**config.mk**
```make
export PLATFORM = sky130hd
export DESIGN_NAME = tiso_ctrl
export DESIGN_NICKNAME = d
export VERILOG_FILES = /design/src/rtl/tiso_pkg.sv /design/src/rtl/tiso_level_ctr.sv /design/src/rtl/tiso_ext_reg.sv /design/src/rtl/tiso_bank_guard.sv /design/src/rtl/tiso_ctrl.sv
export SDC_FILE = /design/constraint.sdc
export NUM_CORES = 1
export LEC_CHECK = 0
export ABC_AREA = 1
export BUFFER_PORTS_ARGS = -buffer_cell sky130_fd_sc_hd__buf_2
export CAP_MARGIN = 20
export CORE_AREA = 3 3 93 68
export DETAILED_ROUTE_END_ITERATION = 12
export DIE_AREA = 0 0 96 71
export PLACE_DENSITY = 0.74
export SKIP_CTS_REPAIR_TIMING = 1
export SLEW_MARGIN = 20
export SYNTH_ARGS = -nofsm -noshare
export SYNTH_HDL_FRONTEND = slang
export SYNTH_HIERARCHICAL = 1
export SYNTH_SLANG_ARGS = --single-unit
```
**constraint.sdc**
```tcl
create_clock -name clk -period 6.2 [get_ports clk]
set_clock_uncertainty 0.15 [all_clocks]
set_input_delay 0.62 -clock clk [delete_from_list [all_inputs] [get_ports clk]]
set_output_delay 0.62 -clock clk [all_outputs]
set_load 0.1 [all_outputs]
```
**src/rtl/tiso_pkg.sv**
```systemverilog
package tiso_pkg;
  typedef logic [1:0] lvl_t;
  localparam lvl_t LVL_BOOT  = 2'd1;
  localparam lvl_t LVL_STAGE = 2'd2;
  localparam lvl_t LVL_FINAL = 2'd3;
endpackage

```
**src/rtl/tiso_level_ctr.sv**
```systemverilog
module tiso_level_ctr
  import tiso_pkg::*;
(
  input  logic clk,
  input  logic rst_n,
  input  logic inc,
  output lvl_t level
);
  lvl_t level_q;

  always_ff @(posedge clk or negedge rst_n) begin
    if (!rst_n)
      level_q <= LVL_BOOT;
    else if (inc && level_q != LVL_FINAL)
      level_q <= level_q + 2'd1;
  end

  assign level = level_q;

  AST_LEVEL_RANGE: assert property (@(posedge clk) disable iff (!rst_n)
    level_q != 2'd0);
  AST_LEVEL_STEP: assert property (@(posedge clk) disable iff (!rst_n)
    {1'b0, level_q} <= {1'b0, $past(level_q)} + 3'd1);
  AST_LEVEL_MONO: assert property (@(posedge clk) disable iff (!rst_n)
    level_q >= $past(level_q));
endmodule

```
**src/rtl/tiso_ext_reg.sv**
```systemverilog
module tiso_ext_reg
  import tiso_pkg::*;
#(
  parameter int EXT_W = 7
) (
  input  logic             clk,
  input  logic             rst_n,
  input  lvl_t             level,
  input  logic             wr_en,
  input  logic [EXT_W-1:0] wr_data,
  output logic [EXT_W-1:0] ext
);
  logic [EXT_W-1:0] ext_q;
  logic             take;

  assign take = wr_en && (level != LVL_FINAL) && (wr_data >= ext_q);

  always_ff @(posedge clk or negedge rst_n) begin
    if (!rst_n)
      ext_q <= '0;
    else if (take)
      ext_q <= wr_data;
  end

  assign ext = ext_q;

  AST_EXT_MONO: assert property (@(posedge clk) disable iff (!rst_n)
    ext_q >= $past(ext_q));
  AST_EXT_FROZEN: assert property (@(posedge clk) disable iff (!rst_n)
    $past(level) == LVL_FINAL |-> $stable(ext_q));
endmodule

```
**src/rtl/tiso_bank_guard.sv**
```systemverilog
module tiso_bank_guard
  import tiso_pkg::*;
#(
  parameter int SECT_W = 7,
  parameter int EXT_W  = 7
) (
  input  lvl_t              level,
  input  logic [SECT_W-1:0] lo,
  input  logic [SECT_W-1:0] hi,
  input  logic [EXT_W-1:0]  ext,
  input  logic [SECT_W-1:0] sector,
  output logic              deny
);
  localparam int SUM_W = ((SECT_W > EXT_W) ? SECT_W : EXT_W) + 1;

  logic [SUM_W-1:0] sec_w, hi_w, ext_top;
  logic             in_base, in_ext;

  always_comb begin
    sec_w   = SUM_W'(sector);
    hi_w    = SUM_W'(hi);
    ext_top = hi_w + SUM_W'(ext);
    in_base = (sector >= lo) && (sector <= hi);
    in_ext  = (sec_w > hi_w) && (sec_w <= ext_top);
    deny    = ((level != LVL_BOOT) && in_base) ||
              ((level == LVL_FINAL) && in_ext);
  end
endmodule

```
**src/rtl/tiso_ctrl.sv**
```systemverilog
module tiso_ctrl
  import tiso_pkg::*;
#(
  parameter int NUM_BANKS = 2,
  parameter int SECT_W    = 7,
  parameter int EXT_W     = 7,
  parameter int BANK_W    = (NUM_BANKS > 1) ? $clog2(NUM_BANKS) : 1
) (
  input  logic                        clk,
  input  logic                        rst_n,
  input  logic [NUM_BANKS*SECT_W-1:0] cfg_start,
  input  logic [NUM_BANKS*SECT_W-1:0] cfg_end,
  input  logic                        lvl_inc,
  input  logic                        ext_wr_en,
  input  logic [EXT_W-1:0]            ext_wr_data,
  output logic [EXT_W-1:0]            ext_value,
  output logic [1:0]                  level,
  input  logic                        q_valid,
  output logic                        q_ready,
  input  logic [BANK_W-1:0]           q_bank,
  input  logic [SECT_W-1:0]           q_sector,
  output logic                        r_valid,
  output logic                        r_grant,
  output logic                        r_viol
);
  localparam int BANK_SPAN = 1 << BANK_W;

  lvl_t                 lvl;
  logic [EXT_W-1:0]     ext;
  logic [BANK_SPAN-1:0] deny_pad;
  logic                 deny_sel;

  tiso_level_ctr u_level (
    .clk   (clk),
    .rst_n (rst_n),
    .inc   (lvl_inc),
    .level (lvl)
  );

  tiso_ext_reg #(.EXT_W(EXT_W)) u_ext (
    .clk     (clk),
    .rst_n   (rst_n),
    .level   (lvl),
    .wr_en   (ext_wr_en),
    .wr_data (ext_wr_data),
    .ext     (ext)
  );

  for (genvar b = 0; b < BANK_SPAN; b++) begin : g_bank
    if (b < NUM_BANKS) begin : g_real
      tiso_bank_guard #(.SECT_W(SECT_W), .EXT_W(EXT_W)) u_guard (
        .level  (lvl),
        .lo     (cfg_start[b*SECT_W +: SECT_W]),
        .hi     (cfg_end[b*SECT_W +: SECT_W]),
        .ext    (ext),
        .sector (q_sector),
        .deny   (deny_pad[b])
      );
    end else begin : g_none
      assign deny_pad[b] = 1'b0;
    end
  end

  assign deny_sel = deny_pad[q_bank];

  always_ff @(posedge clk or negedge rst_n) begin
    if (!rst_n) begin
      r_valid <= 1'b0;
      r_grant <= 1'b0;
      r_viol  <= 1'b0;
    end else begin
      r_valid <= q_valid;
      r_grant <= q_valid && !deny_sel;
      r_viol  <= q_valid && deny_sel;
    end
  end

  assign q_ready   = 1'b1;
  assign level     = lvl;
  assign ext_value = ext;

  AST_VIOL_ONLY_REFUSED: assert property (@(posedge clk) disable iff (!rst_n)
    r_viol |-> r_valid && !r_grant);
  AST_RESP_FROM_QUERY: assert property (@(posedge clk) disable iff (!rst_n)
    r_valid |-> $past(q_valid));
  AST_BOOT_ALL_GRANT: assert property (@(posedge clk) disable iff (!rst_n)
    r_valid && $past(lvl) == LVL_BOOT |-> r_grant);
endmodule

```
* After elaboration in Yosys (flattened, before gate mapping)
Index checks and enable logic that the tools add are counted.
** Storage, ports and cells
- Register bits :: 12
- Output and inout bits :: 13
** Cells by class
- Add/subtract/negate cells :: 3
- Magnitude comparators :: 10
- Equal/unequal tests :: 3
- Multiplexer cells :: 2
- Reductions and logical operators :: 16
** Operator list (count)
- >= comparator 7 bit :: 3
- adder 7 x 7 -> 8 bit :: 2
- less-or-equal comparator 7 x 8 -> 1 bit :: 2
- greater-than comparator 7 bit :: 2
- less-or-equal comparator 7 bit :: 2
- logical AND 1 bit :: 13
- adder 2 x 1 -> 2 bit, second input constant :: 1
- == test 2 bit, second input constant :: 1
- logical OR 1 bit :: 2
- < comparator 1 x 2 -> 1 bit, second input constant :: 1
- two-way mux 1 bit :: 2
- != test 2 x 1 -> 1 bit, second input constant :: 1
- != test 2 bit, second input constant :: 1
- logical NOT 1 bit :: 1

* Depth between registers and ports, before layout
Gate-level depths: netlist (run 1).
- Depth after elaboration :: 9
- Depth in mapped cells :: 21

* Modules after synthesis
Netlist (run 1), hierarchy kept.
** By module, submodules not included
- tiso_bank_guard (g_bank[1].g_real.u_guard) :: times used 1, cells each 139, area an instance 864.6 um2, seq. area each 0.0 um2
- tiso_bank_guard (g_bank[0].g_real.u_guard) :: times used 1, cells each 128, area an instance 810.8 um2, seq. area each 0.0 um2
- tiso_ext_reg :: times used 1, cells each 65, area an instance 528.0 um2, seq. area each 175.2 um2
- tiso_ctrl :: times used 1, cells each 17, area an instance 133.9 um2, seq. area each 75.1 um2
- tiso_level_ctr :: times used 1, cells each 12, area an instance 102.6 um2, seq. area each 51.3 um2

* Least setup slack after synthesis (run 1)
OpenSTA, ideal clock, no wires.
- Path type :: register to register
- Start :: reg u_ext.ext_q[0], in the netlist u_ext/ext[0]
- End :: reg r_viol
- Library setup time :: 0.115 ns
- Arrival time :: 3.008 ns
- Path slack :: 2.927 ns
- Stages on the path, launching flop included :: 20
- Buffers on the path :: 0
- Period minus slack after synthesis :: 3.273 ns
- Cells stage by stage :: dfrtp_1 > ha_1 > inv_1 > fa_1 > nand3b_1 > nand2_1 > nand2_1 > nand2_1 > nand2_1 > nand2_1 > xor2_1 > ha_1 > a31oi_1 > nand3_1 > nand2_1 > nand2_1 > inv_1 > nand2_1 > nand2_1 > nor2_2
** Between the ends
- Cells in the longest elaborated chain, start to end :: 8
- Elaborated cells between the ends (all ways) :: 13
- Those cells by class :: 2 x add/sub; 2 x order compare; 2 x mux; 7 x reduce/logical
** Ends and longest elaborated chain
- start, declared :: line tiso_ext_reg.sv:13 : logic [EXT_W-1:0] ext_q;
- start signal, assigned :: line tiso_ext_reg.sv:22 : ext_q <= wr_data;
- adder 7 x 7 -> 8 bit :: line tiso_bank_guard.sv:22 : ext_top = hi_w + SUM_W'(ext);
- less-or-equal comparator 7 x 8 -> 1 bit :: line tiso_bank_guard.sv:24 : in_ext = (sec_w > hi_w) && (sec_w <= ext_top);
- logical AND 1 bit :: line tiso_bank_guard.sv:24
- logical AND 1 bit :: line tiso_bank_guard.sv:26 : ((level == LVL_FINAL) && in_ext);
- logical OR 1 bit :: line tiso_bank_guard.sv:25 : deny = ((level != LVL_BOOT) && in_base) ||
- named net deny_pad[0] :: line tiso_ctrl.sv:30 : logic [BANK_SPAN-1:0] deny_pad;
- two-way mux 1 bit (implied by the code) (2 in a row) :: line tiso_ctrl.sv:64 : assign deny_sel = deny_pad[q_bank];
- logical AND 1 bit :: line tiso_ctrl.sv:74 : r_viol <= q_valid && deny_sel;
- end signal, assigned :: line tiso_ctrl.sv:74
- end, declared :: line tiso_ctrl.sv:24 : output logic r_viol
The timed path passes the listed nets, and every way through them passes these cells. The select of a mux whose other input is x is not followed.
A chain may end at the register's enable or synchronous reset.

* Final worst setup path (run 1)
Ends and elaborated chain as after synthesis.

==> run metrics, run 1 <==
R2R Setup Slk approximately 3.3 ns; VDD IR max 434 µV; first-pass GRT wire length a little over 10000 µm; Final ANT Viol Nets 0; Yosys reg bits 12; Final Net Count between 500 and 600; vias in the first global route around 2300; worst-path fanout max 5; post-route cell area 0.00288 mm²; RSZ-0062 raised after global routing false; Worst Setup End Kind flop; MaxCap Viol Count 0; outcome finished, final reports clean; setup violators final 0; initial antenna violation count 0; Hold Vio Cnt, Final 0; largest net degree at the start of global routing 13; Post-Syn Area per Cell around 6.8 µm²; Setup TNS 0 ns; total track usage 0.189; die height roughly 71 µm; Post-DP HPWL about 5300 µm; die area approximately 0.0068 mm²; synthesized area about 0.0024 mm²; RePlAce Congestion roughly 0.90; required time of the critical path between 6 and 7 ns; Detailed Route Iter0 Violations 66; Fill cells ~570; Initial Utilization 0.435; Cell variety after synth 31; period utilisation layout 0.472; Static Leak 1.77 nW; post-synthesis sequential area ratio 0.124; RR Endpoint r_viol$_DFF_PN0_; Sw Share 0.607; crit start category flop; wire per inst between 10 and 15 µm; Routed WL between 6000 and 7000 µm; internal power a little under 500 µW; layout cells sized above 1 0.201; top area cells in the synthesized netlist ha_1 33%, nand2_1 17%, dfrtp_1 11%; R2R Path Start u_ext/ext[0]$_DFFE_PN0P_; Area Overhead vs Synth 17.9%; power density over the cells 427 mW/mm²; I/O Buffers 59; die width between 90 and 100 µm; Period minus WS final around 2.9 ns; Data arrival, critical path ~2.9 ns; total I/O pin count a little over 60; H-tree levels 1; row count 23; CP startpoint u_ext/ext[0]$_DFFE_PN0P_; critical path class flop to flop; area fraction of the dominant cell type after synthesis 0.328; CTS tree done; Max Root-Sink Buffers 2; P_sw ~750 µW; Vias between 2000 and 2500; Final Core Density 0.513; clock network power share 0.070; Synth Warn # 6; DRC Markers 0; clk_lat worst skew 0.24 ns; Clock Sinks 12; Worst-path clk slew 0.06 ns; fin. max-slew vios 0; DR vias/cell roughly 4.8; core area between 0.005 and 0.006 mm²; Mapped Cells between 300 and 400; Initial DRT Pass Iterations 4; most frequent cells in the layout 108 x nand2_1, 67 x inv_1, 64 x ha_1; commonest non-fill, non-tap cell in the layout nand2_1; syn_nets about 480; Seq pwr share 0.147; Min Hold Slack between 0.09 and 0.1 ns; GR Overflow Total 0; placed cell areas ~0.0028 mm²; FMAX 0.342 GHz; CTS Buf Count 3; Hold Crit Class primary input to async pin; Yosys top cell by area ha_1; FF-to-FF path depth 19; Antenna Cells 0; Logic pwr share 0.783; CTS root buf clkbuf_8
## cells in the mapped netlist, drive strengths merged
master,count
o21bai,1
o211ai,1
xnor2,3
buf,1
or2,1
a31oi,2
o21ai,3
conb,1
xor2,6
clkinv,1
fa,2
nor2,23
a21o,4
o21a,1
inv,72
dfrtp,11
a21oi,18
ha,64
nand4,5
nand3b,2
dfstp,1
nand2,113
a21boi,1
nand3,24
## per-stage QoR
step	total power, mW	cells	setup slack (ns)
finish	1.23	498	3.28
global route	1.37	498	3.03
CTS	1.24	498	3.24
detailed placement	1.15	494	3.12
global placement	1.11	494	3.22
floorplan	0.942	361	2.93
## critical path, cell delays in order (launching register included)
cell and delay (ns):
dfrtp_1 0.51, ha_1 0.22, inv_1 0.05, fa_1 0.38, nand3b_1 0.17, nand2_1 0.09
nand2_1 0.07, nand2_1 0.06, nand2_1 0.05, nand2_1 0.07, xor2_1 0.16, ha_1 0.27
a31oi_1 0.17, nand3_1 0.09, nand2_1 0.06, nand2_1 0.07, inv_1 0.06, nand2_1 0.04
nand2_1 0.06, nor2_2 0.03
## layer usage
layer  part of all wire  up-vias  track usage
met1               0.49     1068        0.267
met2               0.45       56        0.304
met4             0.0090        0       0.0363
met5                  0        -            0
met3              0.051        6       0.0329
li1                   -     1271            -
## state kept, by name (all words and copies together) (netlist names)
| name | flops |
|---|---|
| r_grant | 1 |
| r_viol | 1 |
| u_level/level | 2 |
| u_ext/ext | 7 |
| r_valid | 1 |
## kinds of logic (layout without fill, tap and decap cells)
kind of cell | after synthesis | count (layout) | share of synthesized area
compound gates | 31 | 31 | 0.0821
xor+xnor | 9 | 9 | 0.0323
fa+ha+maj | 66 | 66 | 0.345
buf+inv | 74 | 136 | 0.115
flops | 12 | 12 | 0.124
other cells | 1 | 1 | 0.00154
simple gates | 168 | 168 | 0.301
## worst max-delay path by stage
stage	cells after the start	end
floorplan	19	r_viol$_DFF_PN0_
global placement	20	r_viol$_DFF_PN0_
detailed placement	20	r_viol$_DFF_PN0_
CTS	19	r_viol$_DFF_PN0_
global route	21	r_viol$_DFF_PN0_
finish	19	r_viol$_DFF_PN0_
## power by group through the flow
stage / Sequential (mW) / Clock, mW / Combinational (mW)
final: 0.180 / 0.0860 / 0.963
after detailed placement: 0.184 / 0 / 0.965
after global placement: 0.183 / 0 / 0.932
after CTS: 0.183 / 0.0881 / 0.970
after global routing: 0.189 / 0.0919 / 1.09
after floorplan: 0.382 / 0 / 0.560
## layout make-up
| class | instances | area [µm²] | share of cell area |
|---|---|---|---|
| multi-input combinational | 275 | 1860 | 0.645 |
| sequential | 12 | 302 | 0.105 |
| timing repair buffer | 59 | 295 | 0.103 |
| inverter | 73 | 274 | 0.0953 |
| tap | 75 | 93.8 | 0.0326 |
| clock buffer | 4 | 55.1 | 0.0191 |
(Power assumes the default switching activity.)
==> inputs of run 2 (changes only) <==
PLACE_DENSITY = 0.76   (was 0.74)
clock period = 2.6 ns   (was 6.2 ns; I/O delays follow)
==> run 2 against run 1 <==
Net effect:
- the run now ends with setup timing left
- maximum frequency up 7.1%
- count of clock-buffer cells in the layout did not move
- global-route usage hardly changed
- hold slack improved by 0.011 ns
- first-iteration DRC count rose by 17%
- routed wire length up 0.34%
- cell count is 3.2% higher
- via count is 2.0% higher
- sequential share of layout area shrank 0.17 points
==> run metrics, run 2 (synthesized netlist as in run 1, its figures left out) <==
outcome complete, but fails checks; failing checks setup timing; DRC Markers 0; max FFs per register 7; GR Overflow Total 0; Hold Vio Cnt, Final 0; CTS root buf clkbuf_8; Clock Sinks 12; worst-path fanout max 3; CTS tree done; Setup TNS -0.215 ns; Area Overhead vs Synth 24.9%; layout cells sized above 1 0.253; DR vias/cell 4.76; I/O Buffers 59; Sw Share 0.585; overall power roughly 3.1 mW; total track usage 0.189; total I/O pin count around 60; most frequent cells in the layout 107 x nand2_1, 66 x inv_1, 62 x ha_1; clk_lat worst skew between 0.2 and 0.25 ns; Min Hold Slack 0.111 ns; wire per inst 11.9 µm; RSZ-0062 raised after global routing true; Final Net Count approximately 550; FMAX approximately 0.37 GHz; first-pass GRT wire length roughly 10000 µm; required time of the critical path between 2 and 3 ns; row count 23; internal power roughly 1.3 mW; post-route cell area slightly above 0.003 mm²; Final ANT Viol Nets 0; power density over the cells around 1000 mW/mm²; Detailed Route Iter0 Violations 77; Seq pwr share 0.139; clock network power share 0.065; initial antenna violation count 0; CTS Buf Count 3; Data arrival, critical path roughly 2.7 ns; die width around 96 µm; crit start category flop; VDD IR max between 800 and 900 µV; Static Leak between 1.5 and 2 nW; Final Core Density 0.543; fin worst setup slack -0.129 ns; largest net degree at the start of global routing 13; die area between 0.006 and 0.007 mm²; die height slightly above 70 µm; H-tree levels 1; P_sw between 1.5 and 2 mW; Max Root-Sink Buffers 2; Antenna Cells 0; Post-Layout Cell Count ~510; Period minus WS final 2.73 ns; pre-CTS setup slack -0.127 ns; Worst-path clk slew 0.05 ns; Initial Utilization 0.435; MaxCap Viol Count 0; period utilisation layout 1.05; fin. max-slew vios 0; critical path class flop to flop; RePlAce Congestion roughly 0.9; Initial DRT Pass Iterations 4; Routed WL 6120 µm; Logic pwr share 0.796; core area approximately 0.0056 mm²; vias in the first global route ~2400; setup violators final 2; Fill cells roughly 550; placed instance count 507; commonest non-fill, non-tap cell in the layout nand2_1; Vias around 2400; Post-DP HPWL between 5000 and 6000 µm; Hold Crit Class primary input to flop; Worst Setup End Kind flop; placed cell areas a little under 0.003 mm²
## run 2: cell types whose count changed in the layout (fill, tap and decap cells not counted), moves of 2 or more
cell           delta
buf_4            +14
dfrtp_1           -6
dfrtp_2           +4
dfrtp_4           +2
dlygate4sd3_1     +2
ha_1              -2
ha_4              +2
## run 2: critical path: stages, from the launching register on
cell and delay [ns]:
dfrtp_4 0.45, ha_4 0.13, inv_1 0.06, fa_1 0.38
inv_1 0.10, a31oi_1 0.11, xor2_1 0.15, ha_1 0.27
nand2_1 0.06, nor2_1 0.14, nand2_1 0.08, nand3_1 0.06
nand2_1 0.05, nand2_1 0.05, nand2_1 0.05, nand2_1 0.05
nand2_1 0.06, inv_1 0.06, nand2_1 0.04, nand2_1 0.07
nor2_2 0.03
## run 2: final timing paths
kind | from | end | slack, ns | cells after the start
max | u_ext/ext[0]$_DFFE_PN0P_ | r_viol$_DFF_PN0_ | -0.13 | 20
min | lvl_inc | u_level/level[0]$_DFFE_PN1P_ | 0.11 | 3
max reg2reg | u_ext/ext[0]$_DFFE_PN0P_ | r_viol$_DFF_PN0_ | -0.13 | 20
min reg2reg | u_ext/ext[5]$_DFFE_PN0P_ | u_ext/ext[5]$_DFFE_PN0P_ | 0.41 | 2
max in group asynchronous | rst_n | u_level/level[0]$_DFFE_PN1P_ | 1.75 | 2
min in group asynchronous | rst_n | u_level/level[1]$_DFFE_PN0P_ | 0.28 | 2
## run 2: area by class of cell
| type | instances | area, µm² | area share |
|---|---|---|---|
| Clock buffer | 4 | 55.1 | 0.0181 |
| Inverter | 73 | 274 | 0.0899 |
| Multi-Input combinational cell | 275 | 1890 | 0.620 |
| Sequential cell | 12 | 314 | 0.103 |
| Tap cell | 75 | 93.8 | 0.0308 |
| Timing Repair Buffer | 75 | 420 | 0.138 |
## run 2: metal layers
metal / share of wire / track usage / vias to the layer above
met5: 0 / 0 / -
met4: 0.023 / 0.0584 / 0
met3: 0.062 / 0.0308 / 14
met2: 0.46 / 0.317 / 65
met1: 0.46 / 0.248 / 1064
li1: - / - / 1305
## run 2: power by group through the flow
stage	sequential [mW]	clock (mW)	combinational, mW
after global routing	0.446	0.224	2.78
after global placement	0.428	0	2.38
final	0.431	0.204	2.47
after detailed placement	0.434	0	2.44
after floorplan	0.936	0	1.34
after CTS	0.431	0.210	2.46
==> inputs of run 3 (changes only) <==
ABC_AREA = default   (was 1)
CORE_AREA = 3 3 90 66   (was 3 3 93 68)
DIE_AREA = 0 0 93 69   (was 0 0 96 71)
PLACE_DENSITY = 0.77   (was 0.76)
SKIP_LAST_GASP = 1   (was default)
==> run 3 against run 2 <==
Net effect:
- the flow still finishes with violations (setup timing)
- total power grew 7.0%
- die area shrank 5.9%
- register-to-register slack lost 0.43 ns
- worst setup slack lost 0.43 ns
- critical endpoint is now r_grant$_DFF_PN0_
- largest power group unchanged
==> run metrics, run 3 <==
outcome complete, but fails checks; failing checks setup timing; Final Net Count slightly below 500; DR vias/cell between 5 and 6; Detailed Route Iter0 Violations between 100 and 150; Mapped Cells 270; most frequent cells in the layout 62 x ha_1, 59 x buf_2, 43 x inv_1; RePlAce Congestion approximately 0.9; RR Endpoint r_grant$_DFF_PN0_; first-pass GRT wire length between 10000 and 15000 µm; multi-input logic area ~0.0019 mm²; post-synthesis sequential area ratio 0.131; total I/O pin count between 60 and 70; Vias around 2300; CTS root buf clkbuf_8; die area around 0.0064 mm²; Routed WL a little over 6000 µm; WHS Endpoint u_ext/ext[2]$_DFFE_PN0P_; Worst-path clk slew 0.05 ns; row count 22; vias in the first global route between 2000 and 2500; FMAX 0.317 GHz; Data arrival, critical path about 3.1 ns; Cell variety after synth between 40 and 50; period utilisation layout 1.21; Initial DRT Pass Iterations 4; total track usage 0.197; Period minus WS final 3.15 ns; Worst path max stage delay 0.48 ns; fin worst setup slack -0.555 ns; Setup TNS -1.05 ns; Hold Crit Class primary input to flop; R2R Path Start u_ext/ext[1]$_DFFE_PN0P_; CTS Buf Count 3; post-route cell area 0.00309 mm²; H-tree levels 1; number of synthesized flops with an enable pin 0; CTS tree done; I/O Buffers 59; count leader, synth ha_1; initial antenna violation count 0; worst hold stages 3; Initial Utilization 0.445; die height 69 µm; MaxCap Viol Count 0; placed cell areas 0.00296 mm²; Slowest cell on crit path dfrtp_4; DRC Markers 0; Clock Sinks 12; FFs w/ async S/R, synth 1.00; register area around 310 µm²; VDD IR max 849 µV; required time of the critical path 2.58 ns; Main synth FF type dfrtp_1; die width 93 µm; most used cell, CP ha_1; largest net degree at the start of global routing 13; Fill cells just under 500; Yosys reg bits 12; max FFs per register 7; synthesized area 0.00230 mm²; RSZ-0062 raised after global routing true; WP depth 13; CP Cell Sequence buf_4 > ha_1 > a211oi_1 > o21ai_1 > a21oi_2 > xor2_1 > ha_1 > nand4_1 > o221a_2 > a311o_1 > nand2_1 > mux2i_2 > and2_1; Yosys top cell by area ha_1; Static Leak ~1.6 nW; core area ~0.0052 mm²; clk_lat worst skew between 0.2 and 0.25 ns; FF-to-FF path depth 13; layout cells sized above 1 0.360; worst path bufs/invs 1; Top Family by Delay on Critical Path compound AO/OA/AOI/OAI gates; wire per inst 14.0 µm; power density over the cells around 1100 mW/mm²; Max Root-Sink Buffers 2; Area Overhead vs Synth 34.4%; commonest non-fill, non-tap cell in the layout ha_1; R2R Setup Slk -0.55 ns; syn_nets around 380; crit start category flop; Post-Syn Area per Cell 8.52 µm²; Hold Vio Cnt, Final 0; worst-path fanout max 5; setup violators final 2; pre-CTS setup slack -0.678 ns; Antenna Cells 0; Worst Setup End Kind flop; top area cells in the synthesized netlist ha_1 35%, dfrtp_1 12%, inv_1 7.2%; Post-DP HPWL between 5000 and 6000 µm; area fraction of the dominant cell type after synthesis 0.348; Post-synth top cells 64 x ha_1, 44 x inv_1, 22 x a21oi_1; Synth Warn # 6; Final ANT Viol Nets 0; fin. max-slew vios 0; Hold Startpoint ext_wr_data[2]; GR Overflow Total 0; critical path class flop to flop
run 3: cell count changes in the layout (fill, tap and decap cells not counted), sizes merged, moves of 7 or more:
cell    change
nand2      -97
buf        +21
nand3      -14
nor2b       +8
nor2       -14
o311ai      +7
inv        -28
o21ai      +17
run 3: how the worst max path moves through the flow:
stage	startpoint	end	slack [ns]
after floorplan	u_ext/ext[0]$_DFFE_PN0P_	r_grant$_DFF_PN0_	-0.72
after global placement	u_ext/ext[0]$_DFFE_PN0P_	r_grant$_DFF_PN0_	-0.58
after detailed placement	u_ext/ext[0]$_DFFE_PN0P_	r_grant$_DFF_PN0_	-0.68
after CTS	u_ext/ext[0]$_DFFE_PN0P_	r_grant$_DFF_PN0_	-0.70
after global routing	u_ext/ext[1]$_DFFE_PN0P_	r_grant$_DFF_PN0_	-0.69
final	u_ext/ext[1]$_DFFE_PN0P_	r_grant$_DFF_PN0_	-0.55
run 3: power breakdown:
group | leakage [nW] | total (mW) | internal [mW] | switching (mW)
clock | 0.0288 | 0.204 | 0.134 | 0.0702
combinational | 1.48 | 2.72 | 1.11 | 1.61
sequential | 0.140 | 0.396 | 0.286 | 0.110
run 3: cell type report:
class	count	share of cell area
multi-input combinational	213	0.611
timing repair buffer	96	0.187
sequential	12	0.102
inverter	44	0.0534
tap	72	0.0291
clock buffer	4	0.0178
run 3: per-layer routing:
metal	wire (µm)	global-route usage	share of wire
met1	2960	0.273	0.48
met2	2930	0.337	0.48
met3	261	0.0218	0.042
met4	14	0.0228	0.0023
met5	0	0	0
run 3: metrics by stage:
stage                     utilization  power, mW  cells  hold WS [ns]
after detailed placement        0.572       3.00    434      -0.00602
after global routing            0.597       3.64    441         0.127
final                           0.597       3.32    441         0.116
after floorplan                     -       2.21    270        -0.186
after CTS                       0.583       3.23    438        -0.269
after global placement          0.572       2.93    434      -0.00670
run 3: logic make-up after synthesis:
family          Yosys count  share of synthesized area
other cells               1                    0.00163
xor+xnor                  9                     0.0343
flops                    12                      0.131
buf+inv                  45                     0.0750
mux                       3                     0.0158
compound gates           75                      0.234
simple gates             59                      0.142
fa+ha+maj                66                      0.365
run 3: worst min-delay path, cell delays in order:
cell and delay [ns]:
buf_2 0.11, nand2_1 0.05, o21ai_1 0.05
